**config.mk**
```make
export PLATFORM = sky130hd
export DESIGN_NAME = bfly_core
export DESIGN_NICKNAME = d
export VERILOG_FILES = /design/src/rtl/bfly_pkg.sv /design/src/rtl/bfly_addsub.sv /design/src/rtl/bfly_cmul.sv /design/src/rtl/bfly_satshift.sv /design/src/rtl/bfly_core.sv
export SDC_FILE = /design/constraint.sdc
export NUM_CORES = 2
export LEC_CHECK = 0
export BUFFER_PORTS_ARGS = -buffer_cell sky130_fd_sc_hd__buf_2
export CORE_AREA = 2 2 217 240
export DETAILED_ROUTE_END_ITERATION = 10
export DIE_AREA = 0 0 219 242
export PLACE_DENSITY = 0.86
export SLEW_MARGIN = 20
export SYNTH_ARGS = -nofsm -noshare
export SYNTH_HDL_FRONTEND = slang
export SYNTH_SLANG_ARGS = --single-unit
```
**constraint.sdc**
```tcl
create_clock -name clk -period 3.3 [get_ports clk]
set_input_delay 0.66 -clock clk [delete_from_list [all_inputs] [get_ports clk]]
set_output_delay 0.66 -clock clk [all_outputs]
set_load 0.01 [all_outputs]
```
**src/rtl/bfly_pkg.sv**
```systemverilog
package bfly_pkg;

    // Clamp indicator: either nothing clamped since the last frame start,
    // or at least one lane clamped.
    typedef enum logic {
        FLAG_CLEAR = 1'b0,
        FLAG_HELD  = 1'b1
    } flag_state_e;

endpackage

```
**src/rtl/bfly_addsub.sv**
```systemverilog
// Sum and difference with one bit of growth: both operands are
// sign-extended before the add, so neither result can wrap.
module bfly_addsub #(
    parameter int IW = 12
) (
    input  logic signed [IW-1:0] x,
    input  logic signed [IW-1:0] y,
    output logic signed [IW:0]   sum,
    output logic signed [IW:0]   dif
);
    assign sum = (IW+1)'(x) + (IW+1)'(y);
    assign dif = (IW+1)'(x) - (IW+1)'(y);
endmodule

```
**src/rtl/bfly_cmul.sv**
```systemverilog
// Complex multiply at full precision. Each partial product is AW+BW bits
// wide; combining two partial products adds one more bit.
module bfly_cmul #(
    parameter int AW = 12,
    parameter int BW = 12
) (
    input  logic signed [AW-1:0]  xr,
    input  logic signed [AW-1:0]  xi,
    input  logic signed [BW-1:0]  wr,
    input  logic signed [BW-1:0]  wi,
    output logic signed [AW+BW:0] pr,
    output logic signed [AW+BW:0] pi
);
    localparam int PW = AW + BW;

    logic signed [PW-1:0] m_rr, m_ii, m_ri, m_ir;

    assign m_rr = xr * wr;
    assign m_ii = xi * wi;
    assign m_ri = xr * wi;
    assign m_ir = xi * wr;

    assign pr = (PW+1)'(m_rr) - (PW+1)'(m_ii);
    assign pi = (PW+1)'(m_ri) + (PW+1)'(m_ir);
endmodule

```
**src/rtl/bfly_satshift.sv**
```systemverilog
// Arithmetic right shift by SH bits, then clamp to an OW-bit signed range.
module bfly_satshift #(
    parameter int IW = 26,
    parameter int OW = 12,
    parameter int SH = 12
) (
    input  logic signed [IW-1:0] x,
    output logic signed [OW-1:0] y,
    output logic                 hit
);
    localparam logic signed [IW-1:0] HI = IW'((2 ** (OW - 1)) - 1);
    localparam logic signed [IW-1:0] LO = ~HI;

    logic signed [IW-1:0] shd;

    assign shd = x >>> SH;

    always_comb begin
        if (shd > HI) begin
            y   = HI[OW-1:0];
            hit = 1'b1;
        end else if (shd < LO) begin
            y   = LO[OW-1:0];
            hit = 1'b1;
        end else begin
            y   = shd[OW-1:0];
            hit = 1'b0;
        end
    end
endmodule

```
**src/rtl/bfly_core.sv**
```systemverilog
module bfly_core
    import bfly_pkg::*;
#(
    parameter int W       = 12,
    parameter int TW      = 12,
    parameter int SHIFT   = 1,
    parameter int USE_DIF = 0
) (
    input  logic                 clk,
    input  logic                 rst_n,
    input  logic                 sof,
    input  logic                 valid_in,
    input  logic signed [W-1:0]  a_re,
    input  logic signed [W-1:0]  a_im,
    input  logic signed [W-1:0]  b_re,
    input  logic signed [W-1:0]  b_im,
    input  logic signed [TW-1:0] w_re,
    input  logic signed [TW-1:0] w_im,
    output logic                 valid_out,
    output logic signed [W-1:0]  y0_re,
    output logic signed [W-1:0]  y0_im,
    output logic signed [W-1:0]  y1_re,
    output logic signed [W-1:0]  y1_im,
    output logic                 sat_flag
);
    localparam int FRAC  = TW - 1;        // twiddle fraction bits
    localparam int FW    = W + TW + 2;    // full-precision datapath width
    localparam int TOTSH = FRAC + SHIFT;  // twiddle rescale plus write-back scale
    localparam int LANES = 4;             // y0 re, y0 im, y1 re, y1 im

    logic [2:0]           vld_q;
    logic signed [FW-1:0] s2_q   [LANES];
    logic signed [W-1:0]  lane_y [LANES];
    logic signed [W-1:0]  out_q  [LANES];
    logic [LANES-1:0]     lane_hit;
    logic                 clamp_evt;
    flag_state_e          st_q, st_d;

    // Valid shift line: stage 1, stage 2, output.
    always_ff @(posedge clk or negedge rst_n) begin
        if (!rst_n) vld_q <= '0;
        else        vld_q <= {vld_q[1:0], valid_in};
    end

    generate
        if (USE_DIF == 0) begin : g_dit
            // Stage 1: rotate B by the twiddle first.
            logic signed [W+TW:0] t_re, t_im;
            logic signed [W+TW:0] s1_t_re, s1_t_im;
            logic signed [W-1:0]  s1_a_re, s1_a_im;
            logic signed [W+TW:0] a_sc_re, a_sc_im;
            logic signed [FW-1:0] y0r, y0i, y1r, y1i;

            bfly_cmul #(.AW(W), .BW(TW)) u_rot (
                .xr(b_re), .xi(b_im), .wr(w_re), .wi(w_im),
                .pr(t_re), .pi(t_im)
            );

            always_ff @(posedge clk or negedge rst_n) begin
                if (!rst_n) begin
                    s1_t_re <= '0;
                    s1_t_im <= '0;
                    s1_a_re <= '0;
                    s1_a_im <= '0;
                end else begin
                    s1_t_re <= t_re;
                    s1_t_im <= t_im;
                    s1_a_re <= a_re;
                    s1_a_im <= a_im;
                end
            end

            // Stage 2: put A on the product's fixed-point grid, then add and subtract.
            assign a_sc_re = (W+TW+1)'(s1_a_re) <<< FRAC;
            assign a_sc_im = (W+TW+1)'(s1_a_im) <<< FRAC;

            bfly_addsub #(.IW(W+TW+1)) u_as_re (
                .x(a_sc_re), .y(s1_t_re), .sum(y0r), .dif(y1r)
            );
            bfly_addsub #(.IW(W+TW+1)) u_as_im (
                .x(a_sc_im), .y(s1_t_im), .sum(y0i), .dif(y1i)
            );

            always_ff @(posedge clk or negedge rst_n) begin
                if (!rst_n) begin
                    for (int i = 0; i < LANES; i++) s2_q[i] <= '0;
                end else begin
                    s2_q[0] <= y0r;
                    s2_q[1] <= y0i;
                    s2_q[2] <= y1r;
                    s2_q[3] <= y1i;
                end
            end
        end else begin : g_dif
            // Stage 1: sum and difference first.
            logic signed [W:0]    s_re, s_im, d_re, d_im;
            logic signed [W:0]    s1_s_re, s1_s_im, s1_d_re, s1_d_im;
            logic signed [TW-1:0] s1_w_re, s1_w_im;
            logic signed [FW-1:0] p_re, p_im;

            bfly_addsub #(.IW(W)) u_as_re (
                .x(a_re), .y(b_re), .sum(s_re), .dif(d_re)
            );
            bfly_addsub #(.IW(W)) u_as_im (
                .x(a_im), .y(b_im), .sum(s_im), .dif(d_im)
            );

            always_ff @(posedge clk or negedge rst_n) begin
                if (!rst_n) begin
                    s1_s_re <= '0;
                    s1_s_im <= '0;
                    s1_d_re <= '0;
                    s1_d_im <= '0;
                    s1_w_re <= '0;
                    s1_w_im <= '0;
                end else begin
                    s1_s_re <= s_re;
                    s1_s_im <= s_im;
                    s1_d_re <= d_re;
                    s1_d_im <= d_im;
                    s1_w_re <= w_re;
                    s1_w_im <= w_im;
                end
            end

            // Stage 2: rotate the difference only; the sum is put on the same grid.
            bfly_cmul #(.AW(W+1), .BW(TW)) u_rot (
                .xr(s1_d_re), .xi(s1_d_im), .wr(s1_w_re), .wi(s1_w_im),
                .pr(p_re), .pi(p_im)
            );

            always_ff @(posedge clk or negedge rst_n) begin
                if (!rst_n) begin
                    for (int i = 0; i < LANES; i++) s2_q[i] <= '0;
                end else begin
                    s2_q[0] <= FW'(s1_s_re) <<< FRAC;
                    s2_q[1] <= FW'(s1_s_im) <<< FRAC;
                    s2_q[2] <= p_re;
                    s2_q[3] <= p_im;
                end
            end
        end
    endgenerate

    // Stage 3: scale and clamp every lane, then register the results.
    generate
        for (genvar gi = 0; gi < LANES; gi++) begin : g_lane
            bfly_satshift #(.IW(FW), .OW(W), .SH(TOTSH)) u_sat (
                .x(s2_q[gi]), .y(lane_y[gi]), .hit(lane_hit[gi])
            );
        end
    endgenerate

    always_ff @(posedge clk or negedge rst_n) begin
        if (!rst_n) begin
            for (int i = 0; i < LANES; i++) out_q[i] <= '0;
        end else begin
            for (int i = 0; i < LANES; i++) out_q[i] <= lane_y[i];
        end
    end

    assign clamp_evt = vld_q[1] && (|lane_hit);

    // Clamp flag state register.
    always_ff @(posedge clk or negedge rst_n) begin
        if (!rst_n) st_q <= FLAG_CLEAR;
        else        st_q <= st_d;
    end

    // Next state: a clamp has priority over a frame-start clear.
    always_comb begin
        st_d = st_q;
        unique case (st_q)
            FLAG_CLEAR: if (clamp_evt)         st_d = FLAG_HELD;
            FLAG_HELD:  if (sof && !clamp_evt) st_d = FLAG_CLEAR;
        endcase
    end

    // Outputs.
    always_comb begin
        sat_flag  = (st_q == FLAG_HELD);
        valid_out = vld_q[2];
        y0_re     = out_q[0];
        y0_im     = out_q[1];
        y1_re     = out_q[2];
        y1_im     = out_q[3];
    end
endmodule

```
==> qor.yml <==
timing.setup.tns_ns: -112.23
cp-startpoint: "b_re[9]"
yosys.cell_types.count: 55
route.vias.total: 26433
grt_pass1_vias: 28317
die_h_um: 242
drc_errors: 0
yosysTopAreaCell: "fa_1"
fillers: 2790
worstSetupPathType: "primary input to flip-flop"
clk_pin_slew_worst_paths_ns: 0.08
r2r_end: "s2_q[100]"
worst_r2r_path_depth: 10
pin_count: 126
max_clock_freq_ghz: 0.147
ff_latch_area_um2: 4550
drt_pass1_iterations: 9
h-tree-depth: 4
synth_area_leaders: "fa_1 (42%), dfrtp_1 (15%), ha_1 (9.9%), inv_1 (9.1%), and2_1 (5.9%)"
finalWirelength_mm: 106
skew_ns: 0.0127
area_growth_pct: 23.0
start_util_pct: 61.2
cts_root_buf: "clkbuf_16"
dieArea_um2: 53000
yosys-top-cells-count: "inv_1 (755), fa_1 (653), nand2_1 (310), and2_1 (291), ha_1 (246)"
rsz0062_at_grt: "true"
grt_max_degree: 83
ys_seq_area_share_pct: 14.7
r2r_slack_ns: -0.05
async_reset_ff_share_pct: 100
period_needed_ns: 6.81
period_share_pct: 206
row_count: 87
gr-usage-all-layers_pct: 36.5
avgSynthCellArea_um2: 9.57
yosys.cell_count.top_type: "inv_1"
synth_area_um2: 31000
yosysTopAreaCellShare_pct: 42.1
drive_above_1_share_pct: 23.4
cp.required_ns: 3.67
hpwlAfterDp_mm: 62.9
avgRoutedWirePerCell_um: 24.5
gp_routability_congestion: 0.926
grt-ovfl-total: 0
hp-class: "primary input to asynchronous set/reset pin"
rr_startpoint: "g_dit.s1_t_re[12]"
status: "finished, violations left"
synth_edf_count: 0
finalSetupViolations: 47
cts_tree: "yes"
die_width_um: 219
yosys_warnings: 0
worstPathMaxFanout: 2
grt_first_pass_wirelength_mm: 148
finalHoldViolations: 0
clock_latency_ns: 0.49
antenna_found_initial: 5
cp-end-kind: "flip-flop"
violations: "negative setup slack"
synth_nets: 4218
maxSlewHeadroom_pct: 25.3
max_cap_viol_count: 0
multi_input_area_um2: 24500
cts_sinks: 182
port_buffers: 125
layout_setup_ws_ns: -3.51
worst_pin_slew_ns: 1.12
synth_cells: 3243
startpoint_type: "primary input"
crit_arrival_ns: 7.17
antenna_left: 0
clockBufferDepth: 2
drtIter0Drc: 3658
synth-seq-cells: 182
synth_top_flop_cell: "dfrtp_1"
nets: 4617
slew_violations: 0
core_um2: 50700
numCtsBuffers: 17
vias_per_cell: 6.10
cells in the final DEF, fill, tap and decap left out, types with 18 or more instances in the layout:
| master | instances |
|---|---|
| a21oi_1 | 72 |
| nor2_1 | 204 |
| nand2_2 | 21 |
| nor3_1 | 18 |
| inv_1 | 693 |
| nand2_1 | 277 |
| and2_1 | 248 |
| nand2b_1 | 25 |
| xnor2_1 | 74 |
| buf_12 | 46 |
| and2_4 | 43 |
| dfrtp_1 | 182 |
| ha_1 | 198 |
| buf_6 | 79 |
| ha_4 | 47 |
| clkbuf_16 | 19 |
| fa_1 | 619 |
| buf_2 | 80 |
| buf_4 | 292 |
| fa_2 | 34 |
| xor2_1 | 28 |
| inv_2 | 59 |
repair_timing:
action / in CTS / in global routing
cloned: 4 / 2
hold buffers: 0 / 0
pin swaps: 124 / 96
resized for setup: 300 / 148
hold endpoints to repair: 0 / 0
setup buffers: 41 / 33
setup endpoints to repair: 45 / 47
sequential cells by signal, summed over array words and instances (netlist names), 3 cells and up:
| signal | cells |
|---|---|
| s2_q | 56 |
| y0_im | 12 |
| g_dit.s1_a_im | 12 |
| y0_re | 12 |
| g_dit.s1_a_re | 12 |
| y1_im | 12 |
| g_dit.s1_t_im | 25 |
| y1_re | 12 |
| g_dit.s1_t_re | 25 |
| vld_q | 3 |
critical path, cell delays in order:
cell      delay, ns
buf_12         0.11
buf_12         0.11
buf_6          0.10
buf_6          0.11
and2_4         0.13
fa_1           0.51
fa_1           0.78
inv_2          0.09
fa_1           0.43
inv_2          0.10
fa_1           0.43
fa_1           0.55
fa_1           0.60
inv_1          0.31
fa_1           0.30
inv_1          0.07
ha_1           0.31
and3_4         0.19
nand4_1        0.18
o211ai_1       0.34
nand2_1        0.14
o211ai_1       0.26
mux2i_1        0.22
nand4_1        0.09
area by class of cell:
class                   count  share of cell area [%]
inverters                 755                    7.46
clock buffers              18                    1.12
repair buffers            517                    12.6
clock inverters            14                   0.410
multi-input cells        2169                    64.2
flip-flops and latches    182                    11.9
well taps                 667                    2.19
diodes                      8                  0.0525
routing by layer:
metal / up-vias / wire (um) / share of wire (%) / GRT usage [%]
li1: 10329 / - / - / -
met1: 12823 / 33000 / 31 / 44.2
met2: 2394 / 48600 / 46 / 59.1
met3: 885 / 14000 / 13 / 7.90
met4: 2 / 10400 / 9.8 / 23.9
met5: - / 32 / 0.030 / 0
how the worst max path moves through the flow:
stage / to / depth (start not counted)
2_1_floorplan: g_dit.s1_t_im[24] / 21
3_3_place_gp: g_dit.s1_t_im[23] / 23
3_5_place_dp: g_dit.s1_t_im[23] / 21
4_1_cts: g_dit.s1_t_re[24] / 24
5_1_grt: g_dit.s1_t_re[24] / 25
6_report: g_dit.s1_t_re[24] / 24
per-stage QoR:
step           setup slack [ns]  instances  util (%)  hold WS, ns  instance area [um^2]
2_1_floorplan             -2.83       3243         -        0.331                 32200
3_3_place_gp              -3.27       4220      69.4        0.335                 35200
3_5_place_dp              -3.42       4220      69.4        0.344                 35200
4_1_cts                   -2.78       4295      73.7        0.237                 37400
5_1_grt                   -3.46       4324      75.2        0.237                 38100
6_report                  -3.51       4330      75.2        0.186                 38100
cells by family after synthesis:
| kind of cell | synth area share (%) |
|---|---|
| fa+ha+maj | 52.1 |
| xor+xnor | 3.30 |
| mux | 0.101 |
| buf+inv | 10.8 |
| compound gates | 4.45 |
| flops | 14.7 |
| simple gates | 14.6 |
Power is not shown: default switching activity piles up to over one toggle a cycle in this logic, so the estimate is an artifact.
